## src/rtl/crc4_mon_pkg.sv

```systemverilog
package crc4_mon_pkg;
  localparam int FRAMES_PER_MF  = 16;
  localparam int FRAMES_PER_SMF = 8;
  localparam int CRC_W          = 4;
  localparam logic [CRC_W-1:0] CRC_POLY_LOW = 4'b0011; // x^4 + x + 1 without x^4
  localparam logic [3:0] FE_FRAME_A = 4'd13;
  localparam logic [3:0] FE_FRAME_B = 4'd15;

  typedef logic [CRC_W-1:0] crc_t;

  // One serial step of the CRC-4 division (remainder of M(x)*x^4 mod G(x)).
  function automatic crc_t crc4_step(input crc_t cur, input logic din);
    logic fb;
    fb = cur[CRC_W-1] ^ din;
    return {cur[CRC_W-2:0], 1'b0} ^ ({CRC_W{fb}} & CRC_POLY_LOW);
  endfunction
endpackage

```

## src/rtl/crc4_smf_engine.sv

```systemverilog
module crc4_smf_engine
  import crc4_mon_pkg::*;
#(
  parameter int BITS_PER_FRAME = 256,
  localparam int POS_W = $clog2(BITS_PER_FRAME)
) (
  input  logic             clk,
  input  logic             rst_n,
  input  logic             bit_valid,
  input  logic             rx_bit,
  input  logic [POS_W-1:0] bit_pos,
  input  logic [3:0]       frame_num,
  input  logic             mf_lock,
  output logic             smf_end,
  output logic             blk_err
);
  localparam logic [POS_W-1:0] LAST_POS = POS_W'(BITS_PER_FRAME - 1);

  logic smf_start, cbit_pos, din;
  crc_t crc_run, crc_nxt, crc_prev, rx_chk;
  logic cur_full, prev_ok;

  assign smf_start = bit_valid && (frame_num[2:0] == 3'd0) && (bit_pos == '0);
  assign smf_end   = bit_valid && (frame_num[2:0] == 3'd7) && (bit_pos == LAST_POS);
  assign cbit_pos  = (bit_pos == '0) && !frame_num[0];
  assign din       = cbit_pos ? 1'b0 : rx_bit;
  assign crc_nxt   = crc4_step(smf_start ? crc_t'(0) : crc_run, din);

  assign blk_err = smf_end && mf_lock && cur_full && prev_ok && (rx_chk != crc_prev);

  always_ff @(posedge clk or negedge rst_n) begin
    if (!rst_n) begin
      crc_run  <= '0;
      crc_prev <= '0;
      rx_chk   <= '0;
      cur_full <= 1'b0;
      prev_ok  <= 1'b0;
    end else if (!mf_lock) begin
      crc_run  <= '0;
      cur_full <= 1'b0;
      prev_ok  <= 1'b0;
    end else if (bit_valid) begin
      crc_run <= crc_nxt;
      if (cbit_pos) rx_chk[2'd3 - frame_num[2:1]] <= rx_bit;
      if (smf_start) cur_full <= 1'b1;
      if (smf_end) begin
        crc_prev <= crc_nxt;
        prev_ok  <= cur_full;
        cur_full <= 1'b0;
      end
    end
  end
endmodule

```

## src/rtl/crc4_fe_extract.sv

```systemverilog
module crc4_fe_extract
  import crc4_mon_pkg::*;
#(
  parameter int BITS_PER_FRAME = 256,
  localparam int POS_W = $clog2(BITS_PER_FRAME)
) (
  input  logic             bit_valid,
  input  logic             rx_bit,
  input  logic [POS_W-1:0] bit_pos,
  input  logic [3:0]       frame_num,
  input  logic             mf_lock,
  output logic             fe_hit
);
  logic in_slot;
  assign in_slot = (bit_pos == '0) && ((frame_num == FE_FRAME_A) || (frame_num == FE_FRAME_B));
  assign fe_hit  = bit_valid && mf_lock && in_slot && !rx_bit;
endmodule

```

## src/rtl/crc4_wrap_counter.sv

```systemverilog
module crc4_wrap_counter #(
  parameter int CNT_W = 10
) (
  input  logic             clk,
  input  logic             rst_n,
  input  logic             inc,
  input  logic             ovf_clr,
  output logic [CNT_W-1:0] count,
  output logic             ovf
);
  logic wrap;
  assign wrap = inc && (count == {CNT_W{1'b1}});

  always_ff @(posedge clk or negedge rst_n) begin
    if (!rst_n) begin
      count <= '0;
      ovf   <= 1'b0;
    end else begin
      if (inc) count <= count + 1'b1;
      if (wrap) ovf <= 1'b1;
      else if (ovf_clr) ovf <= 1'b0;
    end
  end
endmodule

```

## src/rtl/crc4_err_mon.sv

```systemverilog
module crc4_err_mon #(
  parameter int BITS_PER_FRAME = 256,
  parameter int CNT_W = 10,
  localparam int POS_W = $clog2(BITS_PER_FRAME)
) (
  input  logic             clk,
  input  logic             rst_n,
  input  logic             bit_valid,
  input  logic             rx_bit,
  input  logic [POS_W-1:0] bit_pos,
  input  logic [3:0]       frame_num,
  input  logic             mf_lock,
  input  logic             bec_mask,
  input  logic             rebe_mask,
  input  logic             bec_ovf_clr,
  input  logic             rebe_ovf_clr,
  output logic [CNT_W-1:0] bec_count,
  output logic [CNT_W-1:0] rebe_count,
  output logic             bec_ovf,
  output logic             rebe_ovf,
  output logic             bec_irq,
  output logic             rebe_irq
);
  logic smf_end, blk_err, rebe_hit;

  crc4_smf_engine #(.BITS_PER_FRAME(BITS_PER_FRAME)) u_engine (
    .clk(clk), .rst_n(rst_n), .bit_valid(bit_valid), .rx_bit(rx_bit),
    .bit_pos(bit_pos), .frame_num(frame_num), .mf_lock(mf_lock),
    .smf_end(smf_end), .blk_err(blk_err)
  );

  crc4_fe_extract #(.BITS_PER_FRAME(BITS_PER_FRAME)) u_fe (
    .bit_valid(bit_valid), .rx_bit(rx_bit), .bit_pos(bit_pos),
    .frame_num(frame_num), .mf_lock(mf_lock), .fe_hit(rebe_hit)
  );

  crc4_wrap_counter #(.CNT_W(CNT_W)) u_bec_cnt (
    .clk(clk), .rst_n(rst_n), .inc(blk_err), .ovf_clr(bec_ovf_clr),
    .count(bec_count), .ovf(bec_ovf)
  );

  crc4_wrap_counter #(.CNT_W(CNT_W)) u_rebe_cnt (
    .clk(clk), .rst_n(rst_n), .inc(rebe_hit), .ovf_clr(rebe_ovf_clr),
    .count(rebe_count), .ovf(rebe_ovf)
  );

  assign bec_irq  = bec_ovf && !bec_mask;
  assign rebe_irq = rebe_ovf && !rebe_mask;
endmodule

```

## config.mk

```make
export PLATFORM = sky130hd
export DESIGN_NAME = crc4_err_mon
export DESIGN_NICKNAME = d
export VERILOG_FILES = /design/src/rtl/crc4_mon_pkg.sv /design/src/rtl/crc4_smf_engine.sv /design/src/rtl/crc4_fe_extract.sv /design/src/rtl/crc4_wrap_counter.sv /design/src/rtl/crc4_err_mon.sv
export SDC_FILE = /design/constraint.sdc
export NUM_CORES = 1
export LEC_CHECK = 0
export BUFFER_PORTS_ARGS = -buffer_cell sky130_fd_sc_hd__buf_4
export CAP_MARGIN = 25
export CORE_UTILIZATION = 47
export CTS_BUF_LIST = sky130_fd_sc_hd__clkbuf_8
export DETAILED_ROUTE_END_ITERATION = 16
export MAX_ROUTING_LAYER = met4
export PLACE_DENSITY = 0.69
export SETUP_SLACK_MARGIN = 0.05
export SYNTH_ARGS = -nofsm -noshare
export SYNTH_HDL_FRONTEND = slang
export SYNTH_SLANG_ARGS = --single-unit
```

## constraint.sdc

```tcl
create_clock -name clk -period 2.21 [get_ports clk]
set_input_delay 0.3315 -clock clk [delete_from_list [all_inputs] [get_ports clk]]
set_output_delay 0.3315 -clock clk [all_outputs]
set_load 0.02 [all_outputs]
```

==> results.sh, run 1 <==
export IMPL_finalHoldViolCount=0
export IMPL_clockRootBuffer="sky130_fd_sc_hd__clkbuf_8"
export IMPL_hold_start="bec_ovf_clr"
export IMPL_std_cell_rows=22
export IMPL_critical_path_top_cell_by_count="sky130_fd_sc_hd__or4_4"
export IMPL_clockBufferDepth=2
export IMPL_power_ir_vdd_worst_uv=326
export IMPL_postLayoutCellArea_mm2=0.00234
export IMPL_yosys_mux_area_fraction_pct=4.18
export IMPL_start_util_pct=49.6
export IMPL_final_period_utilization_pct=81.3
export IMPL_route_detailed_wl_per_inst_um=13.8
export IMPL_cts_max_level=2
export IMPL_area_growth_synth_to_final_pct=27.9
export IMPL_crit_path_end_kind="flip-flop"
export IMPL_maxSlewViolCount=0
export IMPL_seq_area_frac_synth_pct=49.3
export IMPL_fp_dieArea_mm2=0.00414
export IMPL_outcome="finished, final reports clean"
export IMPL_synth_avg_cell_area_um2=10.4
export IMPL_globalplace_congestion=0.849
export IMPL_worst_skew_pair_late_latency_ps=290
export IMPL_final_cell_count_no_fill=280
export IMPL_port_buffer_count=44
export IMPL_min_period_ps=1800
export IMPL_drc=0
export IMPL_totalNegativeSetupSlack_ps=0
export IMPL_grt_antenna_before_repair=0
export IMPL_critical_path_required_ps=2430
export IMPL_synth_cell_types=35
export IMPL_timing_critical_path_slowest_stage_cell="sky130_fd_sc_hd__or4_4"
export IMPL_finalSetupViolCount=0
export IMPL_synth_adder_area_share_pct=1.37
export IMPL_violation_count_after_the_first_detailed_route_iteration=81
export IMPL_rsz0062_at_grt="no"
export IMPL_antennaDiodeCount=0
export IMPL_postCtsSetupRepairBufs=0
export IMPL_io_pin_count=45
export IMPL_worstSetupEndpoint="u_rebe_cnt.count[9]"
export IMPL_grt_total_usage_pct=22.8
export IMPL_setup_reg_to_reg_worst_slack_ps=710
export IMPL_n_fill_cell=315
export IMPL_synth_fp_nets=199
export IMPL_worstPathCellList="buf_4 -> or4_4 -> or4_4 -> nor4_4 -> xor2_1"
export IMPL_max_cap_viol_count=0
export IMPL_leakagePower_nw=1.08
export IMPL_r2r_end="u_bec_cnt.count[1]"
export IMPL_cts_buffers=5
export IMPL_grt_pass1_wl_mm=6.89
export IMPL_vias_per_cell=5.61
export IMPL_design_core_area_mm2=0.00369
export IMPL_critical_path_class="primary input to flip-flop"
export IMPL_syn_cell_area_mm2=0.00183
export IMPL_drt_wl_total_mm=3.86
export IMPL_min_path_type="primary input to flip-flop"
export IMPL_number_of_nets_in_the_layout=254
export IMPL_number_of_global_route_vias_before_repair=1527
export IMPL_final_hold_worst_slack_ps=234
export IMPL_mostFrequentLayoutCell="sky130_fd_sc_hd__buf_4"
export IMPL_maxSlewHeadroom_pct=62.6
export IMPL_tritoncts="built"
export IMPL_timing_reg2reg_worst_path_depth=5
export IMPL_gr_total_overflow=0
export IMPL_placed_cells=271
export IMPL_maximum_number_of_pins_on_one_net_before_global_route_repair=37
export IMPL_start_kind="primary input"
export IMPL_ys_seq_elements=36
export IMPL_synth_cells=176
export IMPL_dominant_combinational_cell_family_by_area_after_synthesis="simple AND/OR/NAND/NOR gates"
export IMPL_crit_arrival_ps=2020
export IMPL_detail_route_antenna_nets=0
export IMPL_die_width_um=64.4
export IMPL_power_per_cell_area_mw_per_mm2=515
export IMPL_clk_pin_slew_ps=80
export IMPL_synth_xor_area_share_pct=10.5
export IMPL_total_power_consumption_mw=1.20
export IMPL_timing_rr_start="u_engine.rx_chk[3]"
export IMPL_timing_clock_skew_ps=7.32
export IMPL_fmaxAchievable_mhz=556
export IMPL_synthesis_yosys_warnings=0
export IMPL_crit_path_start="bit_pos[5]"
export IMPL_tightestPinTransition_ps=556
export IMPL_layout_drive_gt1_share_pct=29.7
export IMPL_numClockSinks=36
export IMPL_synth_simple_gate_area_share_pct=25.5
export IMPL_place_hpwl_mm=2.89
export IMPL_worstPathMaxFanout=5
export IMPL_placedInstanceArea_mm2=0.00224
export IMPL_floorplan_die_height_um=64.4
export IMPL_cpPeakStageDelay_ps=590
export IMPL_synth_compound_gate_area_share_pct=5.89
export IMPL_vias=1572
export IMPL_firstDrtPassIters=4
export IMPL_most_common_layout_cells="sky130_fd_sc_hd__buf_4, sky130_fd_sc_hd__dfrtp_1, sky130_fd_sc_hd__xnor2_1, sky130_fd_sc_hd__nand2_1, sky130_fd_sc_hd__nand3_1"
[through the flow]
stage / util (%) / setup slack (ps)
global route: 63.4 / 337
floorplan: - / 218
CTS: 63.4 / 412
global placement: 60.8 / 134
detailed placement: 60.8 / 103
finish: 63.4 / 413
[worst min-delay path by stage]
stage,endpoint,cells past startpoint
floorplan,u_bec_cnt.count[0],0
global placement,u_rebe_cnt.count[6],1
detailed placement,u_rebe_cnt.count[5],1
CTS,u_bec_cnt.ovf,2
global route,u_bec_cnt.ovf,2
finish,u_bec_cnt.ovf,2
[registers in the layout, indices dropped and copies added (netlist names)]
register           flops
u_bec_cnt.count       10
u_rebe_cnt.count      10
u_engine.crc_prev      4
u_engine.crc_run       4
u_engine.rx_chk        4
u_bec_cnt.ovf          1
u_engine.cur_full      1
u_engine.prev_ok       1
u_rebe_cnt.ovf         1
[what timing repair did]
action	4_1_cts	5_1_grt
hold endpoints to repair	21	0
gates resized for setup	0	0
hold buffers	1	0
[cell families (layout without fill, tap and decap cells)]
group | Yosys count | after routing
AO/OA/AOI/OAI | 16 | 16
XOR/XNOR | 22 | 22
adder cells (fa/ha/maj) | 2 | 2
buffers and inverters | 14 | 70
flip-flops | 36 | 36
multiplexers | 7 | 7
AND/OR/NAND/NOR | 79 | 79
[report_power, final]
part,switching (mW),internal [mW]
combinational,0.0430,0.0353
clock,0.240,0.219
sequential,0.00463,0.663
total,0.287,0.917
[worst max-delay path: cells and delay by family]
kind | cells | cell delay (ps)
xor gates and xnor gates | 1 | 160
buffers and inverters | 1 | 120
and+or+nand+nor | 3 | 1400
[cell usage after synthesis (all sizes together)]
cell type | n | share of area, %
or4 | 3 | 1.8
buf | 1 | 0.62
nor4 | 7 | 3.9
nand4b | 2 | 0.96
o211ai | 3 | 1.2
nor2 | 7 | 1.4
nand4 | 13 | 4.4
o221ai | 1 | 0.48
o22ai | 1 | 0.34
a311oi | 1 | 0.48
a21oi | 2 | 0.55
clkbuf | 1 | 0.21
nor3b | 1 | 0.41
and3 | 4 | 1.4
nand3b | 2 | 0.82
nand2b | 1 | 0.34
o21ai | 5 | 1.4
a211oi | 1 | 0.41
xnor2 | 20 | 9.6
dfrtp | 36 | 49
inv | 12 | 2.5
ha | 2 | 1.4
nor3 | 2 | 0.55
mux2 | 5 | 3.1
nand3 | 16 | 4.4
xor2 | 2 | 0.96
and2 | 2 | 0.68
mux2i | 2 | 1.1
or2 | 1 | 0.34
nor2b | 2 | 0.68
nand2 | 16 | 3.3
a32o | 1 | 0.55
a41oi | 1 | 0.48
[area by class of cell]
| type | instances | area [um2] | share of cell area (%) |
|---|---|---|---|
| flip-flops and latches | 36 | 901 | 38.5 |
| multi-input cells | 126 | 867 | 37.1 |
| repair buffers | 50 | 378 | 16.2 |
| clock buffers | 5 | 68.8 | 2.94 |
| well taps | 48 | 60.1 | 2.57 |
| inverters | 12 | 45.0 | 1.93 |
| clock inverters | 3 | 18.8 | 0.803 |
[metal layers]
layer	part of all wire, %	wire (um)	global-route usage [%]
met2	51	1950	36.7
met4	1.5	56	10.8
met1	42	1630	25.6
met5	0	0	-
met3	5.5	214	7.14
(Power assumes the default switching activity.)
==> run 2, diff against run 1 <==
- ABC_AREA: unset -> 1
- PLACE_DENSITY: 0.69 -> 0.7
- clock period: 2.21 -> 1.5 ns (I/O delays scaled with it)
==> run 2 against run 1 <==
Net effect: critical path depth down 2; die area up 11%; clock skew down 2.9 ps; via count up 10%; synthesized area up 11%; cell count up 28%.
==> results.sh, run 2 <==
export IMPL_synth_commonest_cells="sky130_fd_sc_hd__nand2_1, sky130_fd_sc_hd__dfrtp_1, sky130_fd_sc_hd__inv_1, sky130_fd_sc_hd__nor2_1, sky130_fd_sc_hd__xor2_1"
export IMPL_crit_buf_inv=3
export IMPL_critical_path_required_ps=1270
export IMPL_floorplan_die_height_um=67.7
export IMPL_design_core_area_mm2=0.00406
export IMPL_worstPathCellList="buf_4 -> buf_4 -> buf_4"
export IMPL_grt_antenna_before_repair=0
export IMPL_synthesis_yosys_warnings=0
export IMPL_timing_reg2reg_worst_path_depth=6
export IMPL_synth_cells=248
export IMPL_fp_dieArea_mm2=0.00458
export IMPL_cts_max_level=2
export IMPL_worst_skew_pair_late_latency_ps=290
export IMPL_synth_avg_cell_area_um2=8.18
export IMPL_power_per_cell_area_mw_per_mm2=703
export IMPL_yosys_cell_count_top_type="sky130_fd_sc_hd__nand2_1"
export IMPL_globalplace_congestion=0.865
export IMPL_timing_critical_path_slowest_stage_cell="sky130_fd_sc_hd__dfrtp_1"
export IMPL_rsz0062_at_grt="yes"
export IMPL_postLayoutCellArea_mm2=0.00258
export IMPL_std_cell_rows=23
export IMPL_max_cap_viol_count=0
export IMPL_drc=0
export IMPL_seq_area_frac_synth_pct=44.4
export IMPL_power_ir_vdd_worst_uv=451
export IMPL_r2r_end="u_bec_cnt.ovf"
export IMPL_grt_total_usage_pct=21.3
export IMPL_port_buffer_count=44
export IMPL_n_fill_cell=364
export IMPL_leakagePower_nw=1.35
export IMPL_timing_critical_path_max_delay_family="buffers and inverters"
export IMPL_crit_path_end_kind="output port"
export IMPL_final_period_utilization_pct=89.5
export IMPL_gr_total_overflow=0
export IMPL_hold_path_endpoint="u_rebe_cnt.ovf"
export IMPL_timing_clock_skew_ps=4.42
export IMPL_min_period_ps=1340
export IMPL_critical_path_class="flip-flop to output port"
export IMPL_netlist_area_leader_share_pct=44.4
export IMPL_cts_buffers=5
export IMPL_violation_count_after_the_first_detailed_route_iteration=40
export IMPL_clockBufferDepth=2
export IMPL_fmaxAchievable_mhz=745
export IMPL_placedInstanceArea_mm2=0.00245
export IMPL_multi_input_comb_area_mm2=0.00102
export IMPL_synth_fp_nets=271
export IMPL_core_util_final_pct=63.6
export IMPL_detail_route_antenna_nets=0
export IMPL_area_growth_synth_to_final_pct=27.3
export IMPL_numClockSinks=36
export IMPL_die_width_um=67.7
export IMPL_synth_cell_types=30
export IMPL_finalHoldViolCount=0
export IMPL_prevailing_post_synth_register_cell="sky130_fd_sc_hd__dfrtp_1"
export IMPL_clk_pin_slew_ps=70
export IMPL_critical_path_top_cell_by_count="sky130_fd_sc_hd__buf_4"
export IMPL_totalNegativeSetupSlack_ps=0
export IMPL_antennaDiodeCount=0
export IMPL_synth_area_top_cells="sky130_fd_sc_hd__dfrtp_1, sky130_fd_sc_hd__nand2_1, sky130_fd_sc_hd__xor2_1"
export IMPL_maximum_number_of_pins_on_one_net_before_global_route_repair=37
export IMPL_final_hold_worst_slack_ps=126
export IMPL_outcome="finished, final reports clean"
export IMPL_syn_cell_area_mm2=0.00203
export IMPL_number_of_nets_in_the_layout=330
export IMPL_drt_wl_total_mm=4.05
export IMPL_layout_top_registers="u_bec_cnt.count x10, u_rebe_cnt.count x10"
export IMPL_finalSetupViolCount=0
export IMPL_crit_arrival_ps=1120
export IMPL_route_detailed_wl_per_inst_um=11.3
export IMPL_mostFrequentLayoutCell="sky130_fd_sc_hd__nand2_1"
export IMPL_number_of_global_route_vias_before_repair=1582
export IMPL_setup_reg_to_reg_worst_slack_ps=170
export IMPL_io_pin_count=45
export IMPL_cpPeakStageDelay_ps=410
export IMPL_place_hpwl_mm=3.12
export IMPL_maxSlewHeadroom_pct=69.5
export IMPL_min_path_type="primary input to flip-flop"
export IMPL_worstPathMaxFanout=3
export IMPL_tritoncts="built"
export IMPL_maxSlewViolCount=0
export IMPL_whs_path_depth=2
export IMPL_clockRootBuffer="sky130_fd_sc_hd__clkbuf_8"
export IMPL_layout_drive_gt1_share_pct=26.9
export IMPL_total_power_consumption_mw=1.82
export IMPL_timing_rr_start="u_bec_cnt.count[0]"
export IMPL_start_kind="flip-flop"
export IMPL_vias=1729
export IMPL_ys_seq_elements=36
export IMPL_firstDrtPassIters=4
export IMPL_grt_pass1_wl_mm=7.00
export IMPL_synth_edff_count=0
export IMPL_tightestPinTransition_ps=458
export IMPL_seq_area_um2=902
export IMPL_most_common_layout_cells="sky130_fd_sc_hd__nand2_1, sky130_fd_sc_hd__buf_4, sky130_fd_sc_hd__dfrtp_1, sky130_fd_sc_hd__inv_1, sky130_fd_sc_hd__nor2_1"
export IMPL_vias_per_cell=4.83
export IMPL_hold_start="rebe_ovf_clr"
export IMPL_asyncSetResetFlopFracSynth_pct=100
export IMPL_synth_largest_area_cell="sky130_fd_sc_hd__dfrtp_1"
export IMPL_start_util_pct=50.0
==> run 2: cell types whose count changed after synthesis, moves of 4 or more <==
cell                      change
sky130_fd_sc_hd__nand2_1     +56
sky130_fd_sc_hd__inv_1       +17
sky130_fd_sc_hd__nor2_1      +17
sky130_fd_sc_hd__xnor2_1     -15
sky130_fd_sc_hd__xor2_1      +14
sky130_fd_sc_hd__nand4_1     -11
sky130_fd_sc_hd__nand3_1      -6
sky130_fd_sc_hd__o21ai_0      +6
sky130_fd_sc_hd__mux2_2       -5
sky130_fd_sc_hd__a21oi_1      +4
sky130_fd_sc_hd__and3_1       -4
==> run 2: per-stage QoR <==
step / setup WS, ps / instances
6_report: 157 / 358
3_5_place_dp: 93.5 / 346
5_1_grt: 50.8 / 358
4_1_cts: 113 / 355
2_1_floorplan: 57.3 / 248
3_3_place_gp: 127 / 346
==> run 2: how the worst max path moves through the flow <==
stage                     cells after the start  slack [ps]           startpoint             endpoint
after floorplan                               7          60   u_bec_cnt.count[1]   u_bec_cnt.count[8]
after global placement                        8         130           bit_pos[7]  u_rebe_cnt.count[2]
after detailed placement                      8          90           bit_pos[5]  u_rebe_cnt.count[2]
after CTS                                     8         110  u_rebe_cnt.count[0]  u_rebe_cnt.count[8]
after global routing                          6          50  u_rebe_cnt.count[1]  u_rebe_cnt.count[7]
final                                         3         160  u_rebe_cnt.count[0]        rebe_count[0]
==> run 2: power by group <==
group / total, mW / internal, mW / leakage (nW) / switching (mW)
Clock: 0.699 / 0.361 / 0.0538 / 0.338
Sequential: 0.980 / 0.976 / 0.474 / 0.00312
Combinational: 0.136 / 0.0553 / 0.823 / 0.0811
Total: 1.82 / 1.39 / 1.35 / 0.422
==> run 2: kinds of logic (layout without fill, tap and decap cells) <==
family	after synthesis	after routing	share of synthesized area (%)
simple gates	133	133	32.5
xor+xnor	21	21	9.07
buf+inv	30	90	5.61
compound gates	26	26	7.16
fa+ha+maj	2	2	1.23
flops	36	36	44.4
==> run 2: timing repair <==
item                                   CTS  global route
endpoints found under the hold margin   36             0
setup buffers                            0             3
resized for setup                        0             5
hold buffers                             1             0
setup endpoints to repair                0             1
==> run 2: final cells by class <==
class                           instances  share of cell area [%]
Multi-Input combinational cell        182                    39.5
Timing Repair Buffer                   52                    15.2
Sequential cell                        36                    34.9
Tap cell                               50                    2.42
Clock inverter                          2                   0.291
Inverter                               30                    4.41
Clock buffer                            6                    3.20
==> run 2: worst reg2reg max path, delay by kind of cell, from the launching register on <==
kind / cells / cell delay [ps]
flops: 1 / 410
buf+inv: 2 / 230
compound gates: 1 / 150
simple gates: 2 / 300
fa+ha+maj: 1 / 160
==> run 2: routing by layer <==
metal,wire length (um),GRT usage [%],part of all wire (%),vias up
met5,0,-,0,-
li1,-,-,-,906
met3,239,4.22,5.9,6
met1,1930,27.5,48,769
met4,70,8.78,1.7,0
met2,1810,32.3,45,48
==> run 3, diff against run 2 <==
- ABC_AREA: 1 -> unset
- PLACE_DENSITY: 0.7 -> 0.72
==> run 3 against run 2 <==
Net effect: the run now ends with setup timing left; critical path depth rose by 2; hold slack worse by 5.9 ps; utilization is 5.6 points higher; count of clock-buffer cells in the layout is 1 lower; critical endpoint is now u_rebe_cnt.count[7]; largest cell class unchanged; largest power group unchanged.
==> results.sh, run 3 (synthesis gave the netlist of run 1 again) <==
export IMPL_vias_per_cell=5.35
export IMPL_vias=1593
export IMPL_placedInstanceArea_mm2=0.00236
export IMPL_power_ir_vdd_worst_uv=377
export IMPL_route_detailed_wl_per_inst_um=13.7
export IMPL_most_common_layout_cells="sky130_fd_sc_hd__buf_4, sky130_fd_sc_hd__dfrtp_1, sky130_fd_sc_hd__xnor2_1, sky130_fd_sc_hd__nand2_1, sky130_fd_sc_hd__nand3_1"
export IMPL_clockRootBuffer="sky130_fd_sc_hd__clkbuf_8"
export IMPL_setup_reg_to_reg_worst_slack_ps=110
export IMPL_number_of_nets_in_the_layout=272
export IMPL_final_setup_worst_slack_ps=-36.2
export IMPL_antennaDiodeCount=0
export IMPL_fp_dieArea_mm2=0.00414
export IMPL_clockBufferDepth=2
export IMPL_min_path_type="primary input to flip-flop"
export IMPL_detail_route_antenna_nets=0
export IMPL_power_per_cell_area_mw_per_mm2=765
export IMPL_critical_path_class="primary input to flip-flop"
export IMPL_clk_pin_slew_ps=70
export IMPL_grt_antenna_before_repair=0
export IMPL_final_period_utilization_pct=102
export IMPL_gr_total_overflow=0
export IMPL_placement_setup_worst_slack_ps=-396
export IMPL_start_util_pct=49.6
export IMPL_grt_pass1_wl_mm=7.02
export IMPL_maxSlewHeadroom_pct=70.3
export IMPL_rsz0062_at_grt="yes"
export IMPL_firstDrtPassIters=4
export IMPL_max_cap_viol_count=0
export IMPL_n_fill_cell=281
export IMPL_worst_skew_pair_late_latency_ps=290
export IMPL_min_period_ps=1540
export IMPL_layout_drive_gt1_share_pct=36.8
export IMPL_cts_max_level=2
export IMPL_tritoncts="built"
export IMPL_floorplan_die_height_um=64.4
export IMPL_port_buffer_count=44
export IMPL_cts_buffers=5
export IMPL_fmaxAchievable_mhz=651
export IMPL_mostFrequentLayoutCell="sky130_fd_sc_hd__buf_4"
export IMPL_drc=0
export IMPL_design_core_area_mm2=0.00369
export IMPL_finalSetupViolCount=7
export IMPL_crit_path_end_kind="flip-flop"
export IMPL_maxSlewViolCount=0
export IMPL_number_of_global_route_vias_before_repair=1591
export IMPL_leakagePower_nw=1.20
export IMPL_maximum_number_of_pins_on_one_net_before_global_route_repair=37
export IMPL_die_width_um=64.4
export IMPL_violations="setup timing"
export IMPL_outcome="complete, but fails checks"
export IMPL_timing_clock_skew_ps=2.96
export IMPL_critical_path_required_ps=1710
export IMPL_worstPathMaxFanout=5
export IMPL_violation_count_after_the_first_detailed_route_iteration=38
export IMPL_postLayoutCellArea_mm2=0.00255
export IMPL_layout_top_registers="u_bec_cnt.count x10, u_rebe_cnt.count x10"
export IMPL_finalHoldViolCount=0
export IMPL_core_util_final_pct=69.2
export IMPL_place_hpwl_mm=2.97
export IMPL_grt_total_usage_pct=23.0
export IMPL_drt_wl_total_mm=4.07
export IMPL_numClockSinks=36
export IMPL_total_power_consumption_mw=1.95
export IMPL_crit_arrival_ps=1750
export IMPL_io_pin_count=45
export IMPL_tightestPinTransition_ps=445
export IMPL_globalplace_congestion=0.884
export IMPL_start_kind="primary input"
export IMPL_std_cell_rows=22
export IMPL_area_growth_synth_to_final_pct=39.7
[run 3: cell count changes in the layout (fill, tap and decap cells not counted), sizes merged, moves of 5 or more]
cell   change
nor2      -22
nor3       -5
nand4      +9
a21oi      -5
o21ai      -8
nor4       +5
buf       +16
xor2      -14
mux2       +5
xnor2     +15
nand2     -60
inv       -18
[run 3: worst paths after layout]
check                                         start                  end  cells after the start
min in group asynchronous                     rst_n       u_rebe_cnt.ovf                      2
max in group asynchronous                     rst_n  u_engine.crc_run[2]                      2
worst max-delay path                     bit_pos[5]  u_rebe_cnt.count[7]                      5
worst max register to register  u_engine.crc_run[3]  u_engine.crc_run[1]                      4
worst min-delay path                    bec_ovf_clr        u_bec_cnt.ovf                      2
worst min register to register  u_rebe_cnt.count[4]  u_rebe_cnt.count[4]                      1
[run 3: power by group]
group | switching (mW) | leakage, nW | internal (mW)
logic | 0.0703 | 0.664 | 0.0719
clock network | 0.342 | 0.0593 | 0.486
registers | 0.00635 | 0.476 | 0.977
[run 3: critical path, stage by stage]
cell	delay, ps
sky130_fd_sc_hd__buf_6	100
sky130_fd_sc_hd__or4_4	550
sky130_fd_sc_hd__or4_4	560
sky130_fd_sc_hd__nor3_2	150
sky130_fd_sc_hd__xor2_1	170
[run 3: repair_timing]
action,4_1_cts,5_1_grt
gates cloned,0,0
pin swaps,1,2
hold endpoints to repair,36,0
hold buffers,1,0
resized for setup,4,7
buffers inserted,2,4
endpoints found under the setup margin,9,17
[run 3: cell type report]
cell class | instances | area [um2] | share of cell area (%)
clock buffer | 5 | 68.8 | 2.69
clock inverter | 3 | 38.8 | 1.52
timing repair buffer | 68 | 532 | 20.8
multi-input combinational | 126 | 908 | 35.6
sequential | 36 | 901 | 35.3
tap | 48 | 60.1 | 2.35
inverter | 12 | 45.0 | 1.76
[run 3: stage by stage]
stage | hold WS, ps | setup TNS, ps | cells
after floorplan | -70.6 | -2710 | 176
after global placement | 197 | -4910 | 283
after detailed placement | 210 | -5350 | 283
after CTS | 116 | -149 | 294
after global routing | 109 | -822 | 298
final | 120 | -150 | 298
[run 3: per-layer routing]
metal,vias up,global-route usage [%],wire length (um)
met2,36,38.2,2090
met5,-,-,0
met4,0,10.6,74
li1,777,-,-
met1,773,26.9,1750
met3,7,4.46,152
